## config.mk

```make
export PLATFORM = sky130hd
export DESIGN_NAME = pm_cap_regs
export DESIGN_NICKNAME = d
export VERILOG_FILES = /design/src/rtl/pm_pkg.sv /design/src/rtl/pm_cfg_decode.sv /design/src/rtl/pm_wake_bits.sv /design/src/rtl/pm_pstate_fsm.sv /design/src/rtl/pm_cap_regs.sv
export SDC_FILE = /design/constraint.sdc
export NUM_CORES = 1
export LEC_CHECK = 0
export ABC_AREA = 1
export CORE_MARGIN = 2
export CORE_UTILIZATION = 23
export CTS_CLUSTER_DIAMETER = 60
export DETAILED_ROUTE_END_ITERATION = 12
export GPL_TIMING_DRIVEN = 0
export PLACE_DENSITY = 0.8
export SKIP_CTS_REPAIR_TIMING = 1
export SLEW_MARGIN = 25
export SYNTH_ARGS = -nofsm -noshare
export SYNTH_HDL_FRONTEND = slang
export SYNTH_SLANG_ARGS = --single-unit
```

## constraint.sdc

```tcl
create_clock -name clk -period 1.3 [get_ports clk]
set_input_delay 0.26 -clock clk [delete_from_list [all_inputs] [get_ports clk]]
set_output_delay 0.26 -clock clk [all_outputs]
set_load 0.02 [all_outputs]
```

## src/rtl/pm_pkg.sv

```systemverilog
package pm_pkg;

    typedef enum logic [1:0] {
        PS_D0 = 2'b00,
        PS_D1 = 2'b01,
        PS_D2 = 2'b10,
        PS_D3 = 2'b11
    } pstate_e;

    localparam int STS_BIT = 15;
    localparam int ENA_BIT = 8;
    localparam int PS_LSB  = 0;

endpackage

```

## src/rtl/pm_cfg_decode.sv

```systemverilog
module pm_cfg_decode #(
    parameter int          ADDR_W  = 8,
    parameter logic [7:0]  CAP_OFF = 8'h40
) (
    input  logic              hrst_n,
    input  logic              cfg_wr,
    input  logic [ADDR_W-1:0] cfg_addr,
    input  logic [1:0]        lane_be,
    output logic              cap_sel,
    output logic              csr_sel,
    output logic [1:0]        lane_we
);
    localparam logic [ADDR_W-1:0] CAP_A = ADDR_W'(CAP_OFF);
    localparam logic [ADDR_W-1:0] CSR_A = ADDR_W'(CAP_OFF + 8'd4);

    always_comb begin
        cap_sel = (cfg_addr == CAP_A);
        csr_sel = (cfg_addr == CSR_A);
    end

    for (genvar g = 0; g < 2; g++) begin : g_lane
        assign lane_we[g] = cfg_wr & csr_sel & lane_be[g] & hrst_n;
    end
endmodule

```

## src/rtl/pm_wake_bits.sv

```systemverilog
module pm_wake_bits (
    input  logic clk,
    input  logic por_n,
    input  logic hrst_n,
    input  logic keep,
    input  logic wake_evt,
    input  logic lane1_we,
    input  logic sts_w1c,
    input  logic ena_val,
    output logic sts,
    output logic ena
);
    logic clr_req;
    assign clr_req = lane1_we & sts_w1c;

    always_ff @(posedge clk or negedge por_n) begin
        if (!por_n) begin
            sts <= 1'b0;
            ena <= 1'b0;
        end else if (!hrst_n && !keep) begin
            sts <= 1'b0;
            ena <= 1'b0;
        end else begin
            sts <= wake_evt | (sts & ~clr_req);
            if (lane1_we) begin
                ena <= ena_val;
            end
        end
    end
endmodule

```

## src/rtl/pm_pstate_fsm.sv

```systemverilog
module pm_pstate_fsm
    import pm_pkg::*;
(
    input  logic       clk,
    input  logic       por_n,
    input  logic       hrst_n,
    input  logic       lane0_we,
    input  logic [1:0] ps_req,
    output logic [1:0] ps_rd,
    output logic       cfg_only,
    output logic       soft_rst
);
    pstate_e state, state_n;
    logic    restore;

    always_ff @(posedge clk or negedge por_n) begin
        if (!por_n) begin
            state    <= PS_D0;
            soft_rst <= 1'b0;
        end else if (!hrst_n) begin
            state    <= PS_D0;
            soft_rst <= 1'b0;
        end else begin
            state    <= state_n;
            soft_rst <= restore;
        end
    end

    always_comb begin
        state_n  = state;
        restore  = 1'b0;
        cfg_only = 1'b1;
        unique case (state)
            PS_D0: begin
                cfg_only = 1'b0;
                if (lane0_we) state_n = pstate_e'(ps_req);
            end
            PS_D1, PS_D2: begin
                if (lane0_we) state_n = pstate_e'(ps_req);
            end
            PS_D3: begin
                if (lane0_we) begin
                    state_n = pstate_e'(ps_req);
                    restore = (pstate_e'(ps_req) == PS_D0);
                end
            end
            default: state_n = PS_D0;
        endcase
    end

    assign ps_rd = state;
endmodule

```

## src/rtl/pm_cap_regs.sv

```systemverilog
module pm_cap_regs
    import pm_pkg::*;
#(
    parameter int          ADDR_W    = 8,
    parameter int          DATA_W    = 32,
    parameter logic [7:0]  CAP_OFF   = 8'h40,
    parameter logic [31:0] CAP_VALUE = 32'hFE02_0001
) (
    input  logic                clk,
    input  logic                por_n,
    input  logic                hrst_n,
    input  logic                cap_d3c,
    input  logic                s3_en,
    input  logic                wake_evt,
    input  logic                cfg_wr,
    input  logic [ADDR_W-1:0]   cfg_addr,
    input  logic [DATA_W/8-1:0] cfg_be,
    input  logic [DATA_W-1:0]   cfg_wdata,
    output logic [DATA_W-1:0]   cfg_rdata,
    output logic                pme_n,
    output logic                cfg_only,
    output logic                cfg_soft_rst
);
    logic       cap_sel, csr_sel;
    logic [1:0] lane_we;
    logic       sts, ena, keep;
    logic [1:0] ps_rd;

    assign keep = cap_d3c & s3_en;

    pm_cfg_decode #(.ADDR_W(ADDR_W), .CAP_OFF(CAP_OFF)) u_dec (
        .hrst_n  (hrst_n),
        .cfg_wr  (cfg_wr),
        .cfg_addr(cfg_addr),
        .lane_be (cfg_be[1:0]),
        .cap_sel (cap_sel),
        .csr_sel (csr_sel),
        .lane_we (lane_we)
    );

    pm_wake_bits u_wake (
        .clk     (clk),
        .por_n   (por_n),
        .hrst_n  (hrst_n),
        .keep    (keep),
        .wake_evt(wake_evt),
        .lane1_we(lane_we[1]),
        .sts_w1c (cfg_wdata[STS_BIT]),
        .ena_val (cfg_wdata[ENA_BIT]),
        .sts     (sts),
        .ena     (ena)
    );

    pm_pstate_fsm u_fsm (
        .clk     (clk),
        .por_n   (por_n),
        .hrst_n  (hrst_n),
        .lane0_we(lane_we[0]),
        .ps_req  (cfg_wdata[PS_LSB+1:PS_LSB]),
        .ps_rd   (ps_rd),
        .cfg_only(cfg_only),
        .soft_rst(cfg_soft_rst)
    );

    always_comb begin
        cfg_rdata = '0;
        if (cap_sel) begin
            cfg_rdata = DATA_W'(CAP_VALUE);
        end else if (csr_sel) begin
            cfg_rdata[STS_BIT]         = sts;
            cfg_rdata[ENA_BIT]         = ena;
            cfg_rdata[PS_LSB+1:PS_LSB] = ps_rd;
        end
    end

    assign pme_n = ~(sts & ena);
endmodule

```

==> results.md <==
- DRC: 0
- Die width: 54.0 um
- Pwr Density: 452 nW/um2
- First-pass GRT wire length: 1.83 mm
- Largest fanout on the critical path: 6
- Worst setup path category: in2out
- Placed instance count: 164
- Critical-path cell list: clkbuf_2 > nor2_2 > nand2_2 > nor2_4 > buf_4 > buf_6 > buf_6
- Synthesized area: 574 um2
- Share of cells above drive strength 1: 53.8%
- CP arrival: 1.18 ns
- Pre-CTS WS: -1.05 ns
- Clk_lat worst skew: 0.24 ns
- CTS Buf Count: 3
- RD Place Congestion: 0.801
- Crit path depth: 7
- Port Buffer Count: 35
- Yosys warnings: 0
- Final Skew: 0.00247 ns
- Clock transition at path regs: 0.04 ns
- Post-synthesis register bit count: 5
- Filler cell count: 237
- Hold Violations, Final: 0
- Unique cell type count in the Yosys netlist: 19
- CP startpoint kind: input pin
- IO Count: 86
- CTS tree: yes
- Mapped Avg Cell Area: 7.18 um2
- Worst Path Required: 1.04 ns
- Routed length per instance: 8.87 um
- Core area: 2410 um2
- Slowest-stage cell, CP: nor2_4
- GRT Overall Usage: 9.02%
- Area grow syn2layout: 105%
- RSZ-0062 raised after global routing: yes
- CP bufs+invs: 4
- Number of vias per cell: 3.61
- Num Clock Sinks: 5
- Crit path time final: 1.44 ns
- Max rail drop VDD: 0.382 mV
- Die Y: 54.0 um
- Post-Layout Cell Count: 175
- Worst path most repeated cell: buf_6
- Sequential share of the synthesized area: 21.8%
- Post-route ant nets: 0
- Die Area: 2910 um2
- Grt total ovfl: 0
- Synth Instances: 80
- Iter 0 DRT Violations: 3
- Rows: 18
- Diode count: 0
- Register-to-Register Setup Slack: 0.39 ns
- 1st-pass router iterations: 2
- Antenna violations before repair: 0
- Clock Tree Root: clkbuf_4
- Initial core utilization: 23.8%
- Htree depth: 1
- Ys flop type: dfrtp_1
- Fin nets: 199
- Outcome: finished with violations
- DP Wirelength: 1.20 mm
- Post-Route WL: 1.55 mm
- Commonest non-fill, non-tap cell in the layout: buf_4
- CP peak stage delay: 0.23 ns
- Fmax: 0.697 GHz
- Post-synth EDFFs: 0
- Setup slack after layout: -0.135 ns
- Total number of vias: 632
- Final setup vio count: 9
- Worst r2r path cells: 4
- Vias in the first global route: 494
- Tcrit/Tclk final: 110%
- Failing checks: setup timing
- Worst Hold Class: in2async
- CP delay by family, top: simple AND/OR/NAND/NOR gates
- Largest net degree at the start of global routing: 9
- Crit path capture type: primary output
- Max-slew violation count: 0
- Commonest cells after routing, fill and taps aside: buf_4, buf_6, conb_1
- Lkg Pwr: 0.000644 uW
- Async S/R FF share, synth: 100%
- Max Root-Sink Buffers: 2
- Max_cap viols: 0
where the power goes:
| part | total [uW] | switching [uW] | internal [uW] | leakage [uW] |
|---|---|---|---|---|
| sequential | 161 | 2.18 | 159 | 0.0000678 |
| combinational | 195 | 96.7 | 98.3 | 0.000561 |
| clock | 175 | 59.5 | 116 | 0.0000150 |
flip-flops by register name (all words and copies together) (netlist names):
register	flops
u_fsm.ps_rd	2
u_fsm.soft_rst	1
u_wake.ena	1
u_wake.sts	1
cell type report:
| cell class | instances | area, um2 | share of cell area [%] |
|---|---|---|---|
| multi-input combinational | 54 | 312 | 26.5 |
| timing repair buffer | 43 | 402 | 34.1 |
| tap | 30 | 37.5 | 3.19 |
| inverter | 12 | 45.0 | 3.83 |
| sequential | 5 | 125 | 10.6 |
| clock buffer | 4 | 26.3 | 2.23 |
| buffer | 27 | 229 | 19.5 |
worst paths after layout:
path	start	end
worst min-delay path	por_n	u_wake.ena
worst max-delay path	cfg_addr[4]	cfg_rdata[28]
min in group clk	u_wake.sts	u_wake.sts
max in group asynchronous	por_n	u_fsm.ps_rd[0]
worst max register to register	u_fsm.ps_rd[1]	u_fsm.soft_rst
worst min register to register	u_wake.sts	u_wake.sts
worst reg2reg max path, cell delays in order (launching register included):
cell and delay (ns):
dfrtp_1 0.37, buf_4 0.14, ha_1 0.16, nand3_1 0.08, nor2_1 0.05
cells in the mapped netlist, types with 2 or more instances:
library cell	instances	area, um2
a21oi_1	2	10.0
buf_4	28	210
dfrtp_1	5	125
ha_1	2	25.0
inv_1	11	41.3
nand2_1	6	22.5
nand3_1	3	15.0
nor2_1	11	41.3
o21ai_1	2	10.0
per-stage QoR:
step | utilization [%] | instance area, um2 | hold WS (ns) | TNS, ns | total power [uW]
after global placement | 42.9 | 1030 | 0.489 | -12.47 | 351
after detailed placement | 42.9 | 1030 | 0.489 | -13.09 | 353
after global routing | 48.8 | 1180 | 0.240 | -1.30 | 566
after floorplan | - | 646 | -0.0356 | 0 | 280
after CTS | 44.0 | 1060 | 0.234 | -12.90 | 533
final | 48.8 | 1180 | 0.232 | -0.730 | 532
logic make-up (layout without fill, tap and decap cells):
group,count (synthesis),in the layout,share of synthesized area (%)
AOI/OAI and AO/OA,6,6,5.88
adders and majority gates,2,2,4.36
buffers and inverters,40,86,44.4
DFF,5,5,21.8
other,1,20,0.653
and+or+nand+nor,26,26,22.9
per-layer routing:
metal	share of wire [%]	track usage (%)
met1	31	7.50
met3	13	2.78
met5	0	0
met4	2.3	7.50
met2	53	17.1
(Power assumes the default switching activity.)
